--- config.mk ---
export PLATFORM = sky130hd
export DESIGN_NAME = lwe_bit_decrypt
export DESIGN_NICKNAME = d
export VERILOG_FILES = /design/src/rtl/lwe_dec_pkg.sv /design/src/rtl/lwe_shift_mult.sv /design/src/rtl/lwe_serial_mod.sv /design/src/rtl/lwe_bit_decrypt.sv
export SDC_FILE = /design/constraint.sdc
export NUM_CORES = 1
export LEC_CHECK = 0
export BUFFER_PORTS_ARGS = -buffer_cell sky130_fd_sc_hd__buf_4
export CAP_MARGIN = 20
export CELL_PAD_IN_SITES_DETAIL_PLACEMENT = 1
export CELL_PAD_IN_SITES_GLOBAL_PLACEMENT = 2
export CORE_UTILIZATION = 37
export DETAILED_ROUTE_END_ITERATION = 8
export PLACE_DENSITY_LB_ADDON = 0.05
export SLEW_MARGIN = 10
export SYNTH_ARGS = -nofsm -noshare
export SYNTH_HDL_FRONTEND = slang
export SYNTH_HIERARCHICAL = 1
export SYNTH_SLANG_ARGS = --single-unit
export TNS_END_PERCENT = 10
--- constraint.sdc ---
create_clock -name clk -period 4.5 [get_ports clk]
set_clock_uncertainty 0.2 [all_clocks]
set_input_delay 0.225 -clock clk [delete_from_list [all_inputs] [get_ports clk]]
set_output_delay 0.225 -clock clk [all_outputs]
set_load 0.02 [all_outputs]
--- src/rtl/lwe_dec_pkg.sv ---
package lwe_dec_pkg;

  typedef enum logic [2:0] {
    ST_LOAD,
    ST_MUL,
    ST_MOD,
    ST_ACC,
    ST_SUB,
    ST_CMP,
    ST_DONE
  } dec_state_e;

endpackage

--- src/rtl/lwe_shift_mult.sv ---
module lwe_shift_mult #(
  parameter int W = 16
) (
  input  logic           clk,
  input  logic           rst,
  input  logic           load,
  input  logic           step,
  input  logic [W-1:0]   a,
  input  logic [W-1:0]   b,
  output logic [2*W-1:0] prod
);
  localparam int PW = 2 * W;

  logic [PW-1:0] mcand;
  logic [W-1:0]  mplier;

  // one multiplier bit per step, LSB first
  always_ff @(posedge clk) begin
    if (rst) begin
      mcand  <= '0;
      mplier <= '0;
      prod   <= '0;
    end else if (load) begin
      mcand  <= {{W{1'b0}}, a};
      mplier <= b;
      prod   <= '0;
    end else if (step) begin
      if (mplier[0]) prod <= prod + mcand;
      mcand  <= mcand << 1;
      mplier <= mplier >> 1;
    end
  end

endmodule

--- src/rtl/lwe_serial_mod.sv ---
module lwe_serial_mod #(
  parameter int W = 16
) (
  input  logic         clk,
  input  logic         rst,
  input  logic         clr,
  input  logic         step,
  input  logic         din,
  input  logic [W-1:0] modulus,
  output logic [W-1:0] rem
);
  logic [W:0] trial;

  // restoring remainder: shift one dividend bit in, subtract once if possible
  assign trial = {rem, din};

  always_ff @(posedge clk) begin
    if (rst || clr) begin
      rem <= '0;
    end else if (step) begin
      if (trial >= {1'b0, modulus}) rem <= W'(trial - {1'b0, modulus});
      else                          rem <= trial[W-1:0];
    end
  end

  // partial remainder always stays reduced
  assert_rem_below_mod_R1: assert property (@(posedge clk) disable iff (rst)
    step |=> (rem < modulus));

endmodule

--- src/rtl/lwe_bit_decrypt.sv ---
module lwe_bit_decrypt
  import lwe_dec_pkg::*;
#(
  parameter int W     = 16,
  parameter int LEN_W = 6
) (
  input  logic             clk,
  input  logic             rst,
  input  logic [W-1:0]     mod_q,
  input  logic [W-1:0]     ct_v,
  input  logic [LEN_W-1:0] vec_len,
  input  logic             elem_valid,
  output logic             elem_ready,
  input  logic [W-1:0]     elem_u,
  input  logic [W-1:0]     elem_s,
  output logic             msg_bit,
  output logic [W-1:0]     d_val,
  output logic             done
);
  localparam int PW = 2 * W;
  localparam int CW = $clog2(PW);
  localparam logic [CW-1:0] MUL_LAST = CW'(W - 1);
  localparam logic [CW-1:0] MOD_LAST = CW'(PW - 1);

  dec_state_e       state;
  logic [CW-1:0]    cnt;
  logic [LEN_W-1:0] idx;
  logic [W-1:0]     acc;
  logic [PW-1:0]    prod;
  logic [W-1:0]     rem;
  logic [CW-1:0]    bit_sel;
  logic [W:0]       acc_sum;
  logic             take;

  assign elem_ready = !rst && (state == ST_LOAD) && (idx != vec_len);
  assign take       = elem_valid && elem_ready;
  assign done       = !rst && (state == ST_DONE);
  assign bit_sel    = MOD_LAST - cnt;
  assign acc_sum    = {1'b0, acc} + {1'b0, rem};

  lwe_shift_mult #(.W(W)) u_mult (
    .clk  (clk),
    .rst  (rst),
    .load (take),
    .step (state == ST_MUL),
    .a    (elem_u),
    .b    (elem_s),
    .prod (prod)
  );

  lwe_serial_mod #(.W(W)) u_mod (
    .clk     (clk),
    .rst     (rst),
    .clr     (take),
    .step    (state == ST_MOD),
    .din     (prod[bit_sel]),
    .modulus (mod_q),
    .rem     (rem)
  );

  always_ff @(posedge clk) begin
    if (rst) begin
      state   <= ST_LOAD;
      cnt     <= '0;
      idx     <= '0;
      acc     <= '0;
      d_val   <= '0;
      msg_bit <= 1'b0;
    end else begin
      unique case (state)
        ST_LOAD: begin
          if (idx == vec_len) begin
            state <= ST_SUB;
          end else if (take) begin
            cnt   <= '0;
            state <= ST_MUL;
          end
        end
        ST_MUL: begin
          if (cnt == MUL_LAST) begin
            cnt   <= '0;
            state <= ST_MOD;
          end else begin
            cnt <= cnt + 1'b1;
          end
        end
        ST_MOD: begin
          if (cnt == MOD_LAST) begin
            cnt   <= '0;
            state <= ST_ACC;
          end else begin
            cnt <= cnt + 1'b1;
          end
        end
        ST_ACC: begin
          if (acc_sum >= {1'b0, mod_q}) acc <= W'(acc_sum - {1'b0, mod_q});
          else                          acc <= acc_sum[W-1:0];
          idx   <= idx + 1'b1;
          state <= ST_LOAD;
        end
        ST_SUB: begin
          // result is below q, so W-bit wraparound gives the exact value
          if (ct_v < acc) d_val <= ct_v + mod_q - acc;
          else            d_val <= ct_v - acc;
          state <= ST_CMP;
        end
        ST_CMP: begin
          msg_bit <= (d_val - (mod_q >> 2)) < (mod_q >> 1);
          state   <= ST_DONE;
        end
        default: state <= ST_DONE;
      endcase
    end
  end

  // running sum stays reduced between elements
  assert_acc_reduced_R1: assert property (@(posedge clk) disable iff (rst)
    (state == ST_LOAD) |-> (acc < mod_q));

  // final value lies inside [0, q)
  assert_d_below_q_R1: assert property (@(posedge clk) disable iff (rst)
    $rose(done) |-> (d_val < mod_q));

  // decision matches the window form of the threshold
  assert_bit_window_R2: assert property (@(posedge clk) disable iff (rst)
    $rose(done) |-> (msg_bit == ((d_val >= (mod_q >> 2)) &&
      ({1'b0, d_val} < ({1'b0, mod_q >> 2} + {1'b0, mod_q >> 1})))));

  // no element requested once finished
  assert_no_req_when_done_R4: assert property (@(posedge clk) disable iff (rst)
    done |-> !elem_ready);

  // result frozen after completion
  assert_hold_after_done_R6: assert property (@(posedge clk) disable iff (rst)
    done |=> (done && $stable(d_val) && $stable(msg_bit)));

endmodule

## After elaboration in Yosys (flattened, before gate mapping)

Index checks and enable logic that the tools add are counted.

| storage, ports and cells | value |
|---|---|
| bits in registers | 143 |
| bits in latches | 0 |
| memory bits (writable) | 0 |
| ROM bits | 0 |
| input port bits | 73 |
| output and inout port bits | 19 |
| memories kept | 0 |

| operators by class | value |
|---|---|
| add/sub/neg operators | 11 |
| multipliers | 0 |
| divide/modulo/power cells | 0 |
| magnitude comparators | 5 |
| equal/unequal tests | 15 |
| shift operators | 0 |
| mux-type cells | 19 |
| bitwise gates (word level) | 0 |
| reductions and logical operators | 13 |

Operators by type and width:

| operator | count |
|---|---|
| 16-bit two-way mux | 7 |
| 16-bit subtractor | 4 |
| 17-bit by 16-bit greater-or-equal comparator with 1-bit output | 2 |
| 32-bit adder | 1 |
| 5-bit two-way mux | 4 |
| 16-bit by 16-bit adder with 17-bit output | 1 |
| 16-bit adder | 1 |
| 16-bit by 15-bit < comparator with 1-bit output | 1 |
| 16-bit < comparator | 1 |
| 16-bit by 14-bit subtractor with 16-bit output | 1 |
| 3-bit case mux with 5 select lines | 1 |
| 5-bit case mux with 3 select lines | 1 |
| 3-bit two-way mux | 4 |
| 3-bit equality test, second input constant | 3 |
| 6-bit by 1-bit adder with 6-bit output, second input constant | 1 |
| 3-bit by 2-bit equality test with 1-bit output, second input constant | 2 |
| 6-bit equality test | 1 |
| 5-bit by 6-bit < comparator with 1-bit output, second input constant | 1 |
| 2-bit inequality test, second input constant | 3 |
| 6-bit inequality test | 1 |
| 3-bit AND reduction | 2 |
| 5-bit by 1-bit adder with 5-bit output, second input constant | 1 |
| 1-bit binary-select mux with 5-bit select | 1 |
| 5-bit by 4-bit equality test with 1-bit output, second input constant | 1 |
| other kinds (14) | 17 |

## Logic depth before layout (Yosys ltp)

Gate-level depths: netlist of run 1.

| logic depth | value |
|---|---|
| depth after elaboration | 7 |
| mapped depth | 18 |
| gate-level depth less buffers | 17 |

## Hierarchy

The synthesis of run 1 kept the hierarchy.

Modules (own cells, without submodules):

| module | instances | cells an instance | area each (µm²) | seq. area each (µm²) |
|---|---|---|---|---|
| lwe_bit_decrypt | 1 | 896 | 7,055.5 | 940.9 |
| lwe_shift_mult | 1 | 615 | 4,824.6 | 1,601.5 |
| lwe_serial_mod | 1 | 221 | 1,689.1 | 320.3 |

## Worst setup path after synthesis of run 1

OpenSTA, ideal clock, no wires.

| path | value |
|---|---|
| path type | register -> register |
| start | register cnt[0] |
| end | register u_mod.rem[12] |
| arrival time | 3,673 ps |
| slack | 499 ps |
| cell stages (with the launch flop) | 17 |
| cell sequence | dfxtp_1 > buf_2 > mux4_2 > mux4_2 > nand2_1 > nand2_1 > inv_1 > ha_1 > inv_1 > fa_1 > a21o_1 > a221o_2 > a221oi_4 > a21oi_1 > xor2_1 > o2111ai_2 > o211ai_2 |

| between the ends | value |
|---|---|
| longest elaborated chain between the ends | 5 |

RTL lines:

| element | line | source |
|---|---|---|
| start, declared | lwe_bit_decrypt.sv:26 | `logic [CW-1:0] cnt;` |
| start signal, assigned | lwe_bit_decrypt.sv:84 | `cnt <= cnt + 1'b1;` |
| start signal, assigned | lwe_bit_decrypt.sv:92 | `cnt <= cnt + 1'b1;` |
| 5-bit subtractor (*) | lwe_bit_decrypt.sv:38 | `assign bit_sel = MOD_LAST - cnt;` |
| 1-bit binary-select mux with 5-bit select (*) | lwe_bit_decrypt.sv:56 | `.din (prod[bit_sel]),` |
| 1-bit two-way mux (not written as such) (*) | lwe_bit_decrypt.sv:56 |  |
| 16-bit subtractor or 17-bit by 16-bit greater-or-equal comparator with 1-bit output (tied branches) | lwe_serial_mod.sv:21 | `if (trial >= {1'b0, modulus}) rem <= W'(trial - {1'b0, modulus});` |
| 16-bit two-way mux (*) | lwe_serial_mod.sv:21 |  |
| end signal, assigned | lwe_serial_mod.sv:21 |  |
| end signal, assigned | lwe_serial_mod.sv:22 | `else rem <= trial[W-1:0];` |
| end, declared | lwe_serial_mod.sv:10 | `output logic [W-1:0] rem` |

Mark *: on every way between the ends. The rest lies on a longest branch, timed or not. The select of a mux whose other input is x is not followed.
A chain may end at the register's enable or synchronous reset.

## Worst setup path in the final report of run 1

| path | value |
|---|---|
| start | register u_mod.rem[0] |
| end | register acc[4] |

| between the ends | value |
|---|---|
| longest elaborated chain between the ends | 3 |

RTL lines:

| element | line | source |
|---|---|---|
| 16-bit by 16-bit adder with 17-bit output (*) | lwe_bit_decrypt.sv:39 | `assign acc_sum = {1'b0, acc} + {1'b0, rem};` |
| 16-bit subtractor or 17-bit by 16-bit greater-or-equal comparator with 1-bit output (tied branches) | lwe_bit_decrypt.sv:96 | `if (acc_sum >= {1'b0, mod_q}) acc <= W'(acc_sum - {1'b0, mod_q});` |
| 16-bit two-way mux (*) | lwe_bit_decrypt.sv:96 |  |
| end signal, assigned | lwe_bit_decrypt.sv:96 |  |
| end signal, assigned | lwe_bit_decrypt.sv:97 | `else acc <= acc_sum[W-1:0];` |
| end, declared | lwe_bit_decrypt.sv:28 | `logic [W-1:0] acc;` |

Mark *: on every way between the ends. The rest lies on a longest branch, timed or not.

==> results.json, run 1 <==
{
  "status": "finished, violations left",
  "violations": "design-rule violations",
  "via_count": 12900,
  "io_pins": 92,
  "path_clk_slew_ns": 0.07,
  "min_period_ns": 4.26,
  "yosysTopAreaCell": "dfxtp_1",
  "yosys_warnings": 6,
  "dieWidth_um": 194,
  "rows": 69,
  "cellPowerDensity_nw_per_um2": 306,
  "r2r_start": "u_mod/rem[0]",
  "path_common_cell": "o21a_1",
  "whs_path_depth": 2,
  "final_cells": 2326,
  "netlist_instances": 1732,
  "cts.root.buffer_cell": "clkbuf_16",
  "critical_path.max_fanout": 17,
  "core_area_um2": 35800,
  "drt_pass1_iterations": 9,
  "p_leak_nw": 6.90,
  "cts_buffers": 17,
  "slew_headroom_pct": 47.8,
  "synth_enable_flop_cells": 0,
  "slowest_stage": "fa_1",
  "synth.avg_cell_area_um2": 7.83,
  "synth_ff_type": "dfxtp_1",
  "reg2reg_depth": 15,
  "initial_core_util_pct": 37.9,
  "rsz0062_at_grt": "true",
  "grt_pass1_vias": 13400,
  "clkLatencyLatePin_ns": 0.45,
  "max_freq_ghz": 0.235,
  "postLayoutCoreUtil_pct": 44.4,
  "die_y_um": 194,
  "final_hold_viol_count": 0,
  "hp-start": "rst",
  "wl_mm": 45.4,
  "hold_end": "u_mult/mcand[3]",
  "drive_above_1_share_pct": 11.8,
  "clock_path_buffers": 2,
  "ff2ff_setup_slack_ns": 0.24,
  "diodes": 0,
  "vdd_drop_max_mv": 0.284,
  "post-route-drc-count": 3,
  "ys_seq_area_share_pct": 21.1,
  "port_buffers": 91,
  "cp-start-kind": "flip-flop",
  "placed_cells": 2235,
  "dieArea_um2": 37400,
  "critPathArrivalTime_ns": 4.42,
  "antenna_found_initial": 0,
  "ys_ff_latch": 143,
  "crit_chain": "ha_1 -> fa_1 -> a211oi_2 -> o21a_1 -> nor2_1 -> a21oi_2 -> o21a_1 -> xnor2_1 -> inv_1 -> ha_2 -> nand2_1 -> a211oi_4 -> o21ai_4 -> a211o_1 -> a311oi_1",
  "gp_congestion": 0.886,
  "dpl.hpwl_mm": 35.5,
  "nNetsFinal": 2090,
  "fin_setup_tns_ns": 0,
  "critPathRequiredTime_ns": 4.66,
  "slowest_delay_ns": 0.43,
  "grt_max_degree": 67,
  "worstSetupPathType": "flip-flop to flip-flop",
  "hp-class": "input pin to flip-flop",
  "post-route-period-util_pct": 94.7,
  "grtUsageTotal_pct": 24.3,
  "cap_violations": 0,
  "synthesis.area_um2": 13600,
  "tightest_slew_ns": 0.780,
  "rr_endpoint": "acc[4]",
  "synth-async-reset-ratio_pct": 0,
  "clock_sinks": 143,
  "setup_ws_ns": 0.238,
  "yosysMostFrequentCell": "nor2_1",
  "overflow": 0,
  "grt_first_pass_wirelength_mm": 72.9,
  "dpl_worst_slack_ns": 0.0438,
  "setup_violations": 0,
  "drv_slew": 0,
  "yosys-top-cells-count": "nor2_1, a21oi_1, nand2_1, dfxtp_1, ha_1",
  "cts_tree": "yes",
  "synthTopCellsByArea": "dfxtp_1, ha_1, a21oi_1, nor2_1, nand2_1",
  "syn_nets": 1969,
  "setup.worst_path.end_class": "flip-flop",
  "ys_types": 99,
  "drtIter0Drc": 629,
  "synth_top_area_share_pct": 21.1,
  "area_growth_syn_to_layout_pct": 17.3,
  "detail-route-antenna-nets": 0,
  "wl_per_cell_um": 19.5,
  "htreeDepth": 4,
  "vias_per_cell": 5.56
}
## routing by layer
layer	track usage (%)	wire length [um]
met1	29.5	20400
met3	3.23	821
met2	45.2	23600
met5	0	0
met4	5.24	531
## worst max-delay path, delay by kind of cell, from the launching register on
| kind | cells | cell delay [ns] |
|---|---|---|
| buf+inv | 1 | 0.08 |
| xor+xnor | 1 | 0.16 |
| fa+ha+maj | 3 | 1.04 |
| flops | 1 | 0.37 |
| simple gates | 2 | 0.24 |
| compound gates | 8 | 2.08 |
## per-stage QoR
stage          area [um2]  total power, W  hold WS [ns]
6_report            15900         0.00487        0.0118
5_1_grt             15900         0.00518        0.0196
4_1_cts             15900         0.00491       0.00311
3_5_place_dp        14700         0.00333         0.264
3_3_place_gp        14700         0.00330         0.254
2_1_floorplan       13600         0.00282         0.164
## area by class of cell
cell class | count | area (um2)
timing repair buffer | 179 | 1510
fill | 4377 | 19900
clock buffer | 19 | 433
clock inverter | 12 | 161
tap | 461 | 577
sequential | 143 | 2860
inverter | 113 | 424
multi-input combinational | 1399 | 9950
## worst max-delay path by stage
stage	cells after the start	slack [ns]	to	start
2_1_floorplan	16	0.50	u_mod/rem[12]	cnt[0]
3_3_place_gp	14	0.18	acc[4]	u_mod/rem[1]
3_5_place_dp	16	0.04	acc[3]	u_mod/rem[0]
4_1_cts	15	0.07	acc[10]	u_mod/rem[0]
5_1_grt	16	-0.05	acc[4]	u_mod/rem[0]
6_report	15	0.24	acc[4]	u_mod/rem[0]
## power by group
group / internal, W / total, W / switching (W)
Combinational: 0.000817 / 0.00195 / 0.00114
Sequential: 0.00134 / 0.00142 / 0.0000828
Clock: 0.000873 / 0.00150 / 0.000626
Total: 0.00303 / 0.00487 / 0.00185
## registers in the layout, indices dropped and copies added, names as in the netlist
register	flops
msg_bit	1
u_mod/rem	16
d_val	16
state	3
idx	6
u_mult/mcand	32
u_mult/mplier	16
u_mult/prod	32
acc	16
cnt	5
## cells in the final DEF (no fill, tap or decap), drive strengths merged, types with 39 or more instances in the layout
cell | Yosys | routed
inv | 113 | 115
dlygate4sd3 | 0 | 57
dfxtp | 143 | 143
ha | 143 | 143
nand2 | 151 | 151
xnor2 | 64 | 64
nor2 | 192 | 192
a21oi | 172 | 172
o21ai | 103 | 103
nand3 | 56 | 56
a21o | 50 | 50
xor2 | 39 | 39
buf | 21 | 122
mux2i | 51 | 51
## cell families after synthesis
kind of cell / share of synthesized area [%]
AOI/OAI and AO/OA: 25.5
xor gates and xnor gates: 6.65
adders and majority gates: 16.3
buffers and inverters: 5.93
DFF: 21.1
muxes: 5.50
and+or+nand+nor: 19.0
## timing repair
item	in CTS	in global routing
endpoints found under the hold margin	32	0
endpoints found under the setup margin	2	18
pin swaps	0	3
resized for setup	1	11
setup buffers	0	1
hold buffers	57	0
Note: power is estimated with default switching activity, not from simulation.
==> run 2: changes to the inputs <==
--- a/config.mk
+++ b/config.mk
@@ -8,7 +8,5 @@
 export BUFFER_PORTS_ARGS = -buffer_cell sky130_fd_sc_hd__buf_4
 export CAP_MARGIN = 20
-export CELL_PAD_IN_SITES_DETAIL_PLACEMENT = 1
-export CELL_PAD_IN_SITES_GLOBAL_PLACEMENT = 2
-export CORE_UTILIZATION = 37
+export CORE_UTILIZATION = 63
 export DETAILED_ROUTE_END_ITERATION = 8
 export PLACE_DENSITY_LB_ADDON = 0.05
==> constraint.sdc (replaced) <==
create_clock -name clk -period 4.5 [get_ports clk]
set_clock_uncertainty 0.2 [all_clocks]
set_input_delay 0.225 -clock clk [delete_from_list [all_inputs] [get_ports clk]]
set_output_delay 0.225 -clock clk [all_outputs]
set_load 0.005 [all_outputs]
==> run 2 against run 1 <==
  * The run now ends clean
  * Global-route usage increased by 10 points
  * Worst setup slack got worse by 0.071 ns
  * Hold slack gained 0.049 ns
  * Register-to-register slack worse by 0.07 ns
  * Design area down 3.5%
  * Sequential power is essentially flat
  * Count of clock-buffer cells in the layout is 1 lower
  * Total power fell by 3.7%
  * Core utilization up 28 points
  * Non-clock buffer count is 28 lower
  * Critical path type unchanged
  * Via count rose by 0.76%
==> results.json, run 2 (synthesized netlist as in run 1, its figures left out) <==
{
  "status": "finished clean",
  "wl_mm": 38.0,
  "dieArea_um2": 22100,
  "rows": 53,
  "gp_congestion": 0.961,
  "htreeDepth": 4,
  "diodes": 0,
  "slew_headroom_pct": 37.8,
  "dpl_worst_slack_ns": 0.0303,
  "drt_pass1_iterations": 5,
  "path_clk_slew_ns": 0.07,
  "io_pins": 92,
  "antenna_found_initial": 0,
  "critPathArrivalTime_ns": 4.46,
  "wl_per_cell_um": 18.0,
  "fillers": 1722,
  "setup_ws_ns": 0.167,
  "slowest_stage": "fa_1",
  "detail-route-antenna-nets": 0,
  "layout_commonest_cell": "nor2_1",
  "p_leak_nw": 6.71,
  "most-common-layout-cells": "nor2_1, a21oi_1, nand2_1",
  "final_hold_viol_count": 0,
  "grt_max_degree": 84,
  "cellPowerDensity_nw_per_um2": 306,
  "area_growth_syn_to_layout_pct": 13.2,
  "port_buffers": 91,
  "cts.root.buffer_cell": "clkbuf_16",
  "placed_area_um2": 14400,
  "grtUsageTotal_pct": 34.4,
  "post-route-drc-count": 0,
  "overflow": 0,
  "grt_first_pass_wirelength_mm": 60.6,
  "ff2ff_setup_slack_ns": 0.17,
  "cp-start-kind": "flip-flop",
  "setup_violations": 0,
  "hp-class": "input pin to flip-flop",
  "clkLatencyLatePin_ns": 0.44,
  "critical_path.max_fanout": 17,
  "core_area_um2": 21100,
  "die_y_um": 149,
  "drv_slew": 0,
  "cts_tree": "yes",
  "cap_violations": 0,
  "slowest_delay_ns": 0.45,
  "top_regs": "u_mult/mcand (32), u_mult/prod (32)",
  "crit_chain": "ha_1 -> fa_1 -> a211oi_2 -> o21a_1 -> nor2_1 -> a21oi_2 -> o21a_1 -> xnor2_1 -> inv_1 -> ha_1 -> nand2_1 -> nor4_2 -> nor2_1 -> o211a_2 -> a211o_1 -> a311oi_1",
  "drive_above_1_share_pct": 11.6,
  "setup.worst_path.end_class": "flip-flop",
  "timing.hold.ws_ns": 0.0608,
  "initial_core_util_pct": 64.3,
  "cp_top_family": "compound AO/OA/AOI/OAI gates",
  "worstSetupPathType": "flip-flop to flip-flop",
  "post-route-period-util_pct": 96.3,
  "nNetsFinal": 2062,
  "postCtsSetupBuffers": 0,
  "vias_per_cell": 6.17,
  "dpl.hpwl_mm": 28.4,
  "total_power_w": 0.00469,
  "grt_pass1_vias": 12400,
  "dieWidth_um": 149,
  "placed_cells": 2048,
  "clock_sinks": 143,
  "min_period_ns": 4.33,
  "crit_buf_inv": 1,
  "tightest_slew_ns": 0.933,
  "vdd_drop_max_mv": 0.261,
  "clock_path_buffers": 2,
  "drtIter0Drc": 763,
  "stdcell_area_um2": 15400,
  "max_freq_ghz": 0.231,
  "final_cells": 2113,
  "cts_buffers": 17,
  "via_count": 13000,
  "critPathRequiredTime_ns": 4.63
}
[run 2: timing repair]
| item | in CTS | in global routing |
|---|---|---|
| resized for setup | 0 | 4 |
| hold endpoints to repair | 35 | 0 |
| hold buffers | 33 | 0 |
| setup endpoints to repair | 0 | 17 |
[run 2: final timing paths]
check / start / to / cells past startpoint
min: elem_valid / state[0] / 5
min reg2reg: u_mult/prod[13] / u_mult/prod[13] / 2
max: u_mod/rem[0] / acc[3] / 16
max reg2reg: u_mod/rem[0] / acc[3] / 16
[run 2: worst register-to-register path, delay by kind of cell, from the launching register on]
family	cells	cell delay, ns
DFF	1	0.37
AOI/OAI and AO/OA	7	1.63
buffers and inverters	1	0.08
adders and majority gates	3	1.06
and+or+nand+nor	4	0.75
xor gates and xnor gates	1	0.16
[run 2: where the power goes]
part / internal (W) / switching, W
registers: 0.00134 / 0.0000845
clock network: 0.000740 / 0.000679
logic: 0.000779 / 0.00108
total: 0.00285 / 0.00184
[run 2: layout make-up]
type                            instances  area [um2]  area share, %
Sequential cell                       143        2860           18.6
Clock buffer                           18         429           2.79
Multi-Input combinational cell       1399        9920           64.6
Inverter                              113         424           2.76
Tap cell                              275         344           2.24
Timing Repair Buffer                  151        1230           8.03
Clock inverter                         14         141          0.921
[run 2: stage by stage]
step / util, % / TNS, ns
after floorplan: - / 0
after global placement: 68.5 / 0
after detailed placement: 68.5 / 0
after CTS: 72.8 / 0
after global routing: 72.8 / -0.000808
final: 72.8 / 0
[run 2: routing by layer]
metal / GRT usage [%] / routed length (um)
met3: 4.01 / 2060
met4: 16.8 / 1710
met2: 60.7 / 18600
met1: 41.3 / 15600
met5: 0 / 0
==> run 3: changes to the inputs <==
- CORE_ASPECT_RATIO: unset -> 0.6
- CORE_MARGIN: unset -> 3
==> run 3 against run 2 <==
  * Clock power about the same
  * Design area increased by 0.34%
  * First-iteration DRC count increased by 130%
  * Total power increased by 2.2%
  * Sequential share of layout area decreased by 0.055 points
==> results.json, run 3 (synthesized netlist as in run 1, its figures left out) <==
{
  "rr_endpoint": "acc[3]",
  "top_regs": "u_mult/mcand (32), u_mult/prod (32)",
  "setup.worst_path.end_class": "flip-flop",
  "r2r_start": "acc[0]",
  "drive_above_1_share_pct": 12.1,
  "whs_path_depth": 2,
  "p_leak_nw": 6.74,
  "vias_per_cell": 6.54,
  "vdd_drop_max_mv": 0.299,
  "area_growth_syn_to_layout_pct": 13.6,
  "drv_slew": 0,
  "post-route-period-util_pct": 96.5,
  "total_power_w": 0.00480,
  "detail-route-antenna-nets": 0,
  "cap_violations": 0,
  "hold_end": "u_mult/mcand[8]",
  "slowest_stage": "fa_1",
  "tightest_slew_ns": 0.991,
  "post-route-drc-count": 0,
  "hp-start": "rst",
  "grt_pass1_vias": 12300,
  "layout_commonest_cell": "nor2_1",
  "wl_per_cell_um": 20.6,
  "slew_headroom_pct": 33.4,
  "die_y_um": 120,
  "min_period_ns": 4.34,
  "slowest_delay_ns": 0.44,
  "grt_first_pass_wirelength_mm": 67.9,
  "drt_pass1_iterations": 7,
  "setup_violations": 0,
  "cts.root.buffer_cell": "clkbuf_16",
  "gp_congestion": 1.01,
  "dpl.hpwl_mm": 32.9,
  "ff2ff_setup_slack_ns": 0.16,
  "critPathArrivalTime_ns": 4.46,
  "diodes": 0,
  "wl_mm": 43.7,
  "clock_path_buffers": 2,
  "dieWidth_um": 195,
  "crit_chain": "ha_1 -> fa_1 -> a211oi_2 -> o21a_1 -> o21bai_1 -> nand4_1 -> o311ai_0 -> buf_4 -> ha_1 -> and3_1 -> o211ai_1 -> a211oi_4 -> o21ai_4 -> a211o_1 -> a311oi_1",
  "port_buffers": 91,
  "cp-start-kind": "flip-flop",
  "clkLatencyLatePin_ns": 0.43,
  "critPathRequiredTime_ns": 4.62,
  "status": "finished clean",
  "initial_core_util_pct": 66.0,
  "most-common-layout-cells": "nor2_1, a21oi_1, nand2_1",
  "overflow": 0,
  "placed_area_um2": 14500,
  "rows": 40,
  "clock_sinks": 143,
  "core_area_um2": 20600,
  "drtIter0Drc": 1792,
  "final_hold_viol_count": 0,
  "cts_tree": "yes",
  "hp-class": "input pin to flip-flop",
  "grt_max_degree": 67,
  "antenna_found_initial": 0,
  "htreeDepth": 4,
  "postLayoutCoreUtil_pct": 74.9,
  "fillers": 1575,
  "critical_path.max_fanout": 17,
  "max_freq_ghz": 0.230,
  "worstSetupPathType": "flip-flop to flip-flop",
  "path_common_cell": "ha_1",
  "reg2reg_depth": 15,
  "io_pins": 92,
  "via_count": 13800,
  "fin_setup_tns_ns": 0,
  "nNetsFinal": 2070,
  "cellPowerDensity_nw_per_um2": 311,
  "rsz0062_at_grt": "false",
  "cts_buffers": 17,
  "path_clk_slew_ns": 0.07,
  "grtUsageTotal_pct": 36.2,
  "stdcell_area_um2": 15400,
  "dieArea_um2": 23400
}
-- run 3: cell count changes in the layout (fill, tap and decap cells not counted), sizes merged --
cell | previous run | this run
clkinvlp | 1 | 4
clkbuf | 18 | 19
buf | 118 | 126
clkinv | 3 | 4
inv | 123 | 116
bufinv | 0 | 1
-- run 3: how the worst max path moves through the flow --
stage                             from       endpoint  slack (ns)
after global routing            cnt[1]  u_mod/rem[12]       0.007
after CTS                 u_mod/rem[1]         acc[3]        0.09
after global placement    u_mod/rem[1]         acc[0]        0.32
after floorplan                 cnt[0]  u_mod/rem[12]        0.50
after detailed placement  u_mod/rem[1]         acc[3]        0.13
final                           acc[0]         acc[3]        0.16
-- run 3: cell type report --
type | instances | area (um2) | area share [%]
timing repair buffer | 159 | 1280 | 8.28
sequential | 143 | 2860 | 18.6
clock inverter | 12 | 110 | 0.715
clock buffer | 19 | 453 | 2.94
tap | 273 | 342 | 2.22
multi-input combinational | 1399 | 9940 | 64.5
inverter | 113 | 424 | 2.75
-- run 3: worst max-delay path, delay by kind of cell, from the launching register on --
kind / cells / cell delay [ns]
DFF: 1 / 0.33
AOI/OAI and AO/OA: 9 / 2.19
and+or+nand+nor: 2 / 0.33
buffers and inverters: 1 / 0.18
adders and majority gates: 3 / 1.01
-- run 3: per-stage QoR --
step,setup WS (ns),cells,hold WS (ns)
floorplan,0.499,1732,0.164
global placement,0.325,2052,0.253
detailed placement,0.131,2052,0.259
CTS,0.0930,2116,0.00259
global route,0.00667,2118,0.0155
finish,0.159,2118,0.0150
-- run 3: timing repair --
item	in CTS	in global routing
resized for setup	0	6
hold endpoints to repair	32	0
endpoints found under the setup margin	0	16
setup buffers	0	1
hold buffers	33	0
-- run 3: routing by layer --
metal / wire, um / part of all wire (%) / track usage (%) / vias up
li1: - / - / - / 6476
met1: 20400 / 47 / 57.6 / 6423
met2: 16000 / 37 / 45.8 / 895
met3: 6700 / 15 / 12.7 / 49
met4: 602 / 1.4 / 6.76 / 0
met5: 0 / 0 / 0 / -
-- run 3: report_power, final --
| part | switching [W] | internal (W) | total, W |
|---|---|---|---|
| Clock | 0.000616 | 0.000790 | 0.00141 |
| Sequential | 0.000103 | 0.00134 | 0.00144 |
| Combinational | 0.00116 | 0.000796 | 0.00195 |
| Total | 0.00188 | 0.00292 | 0.00480 |
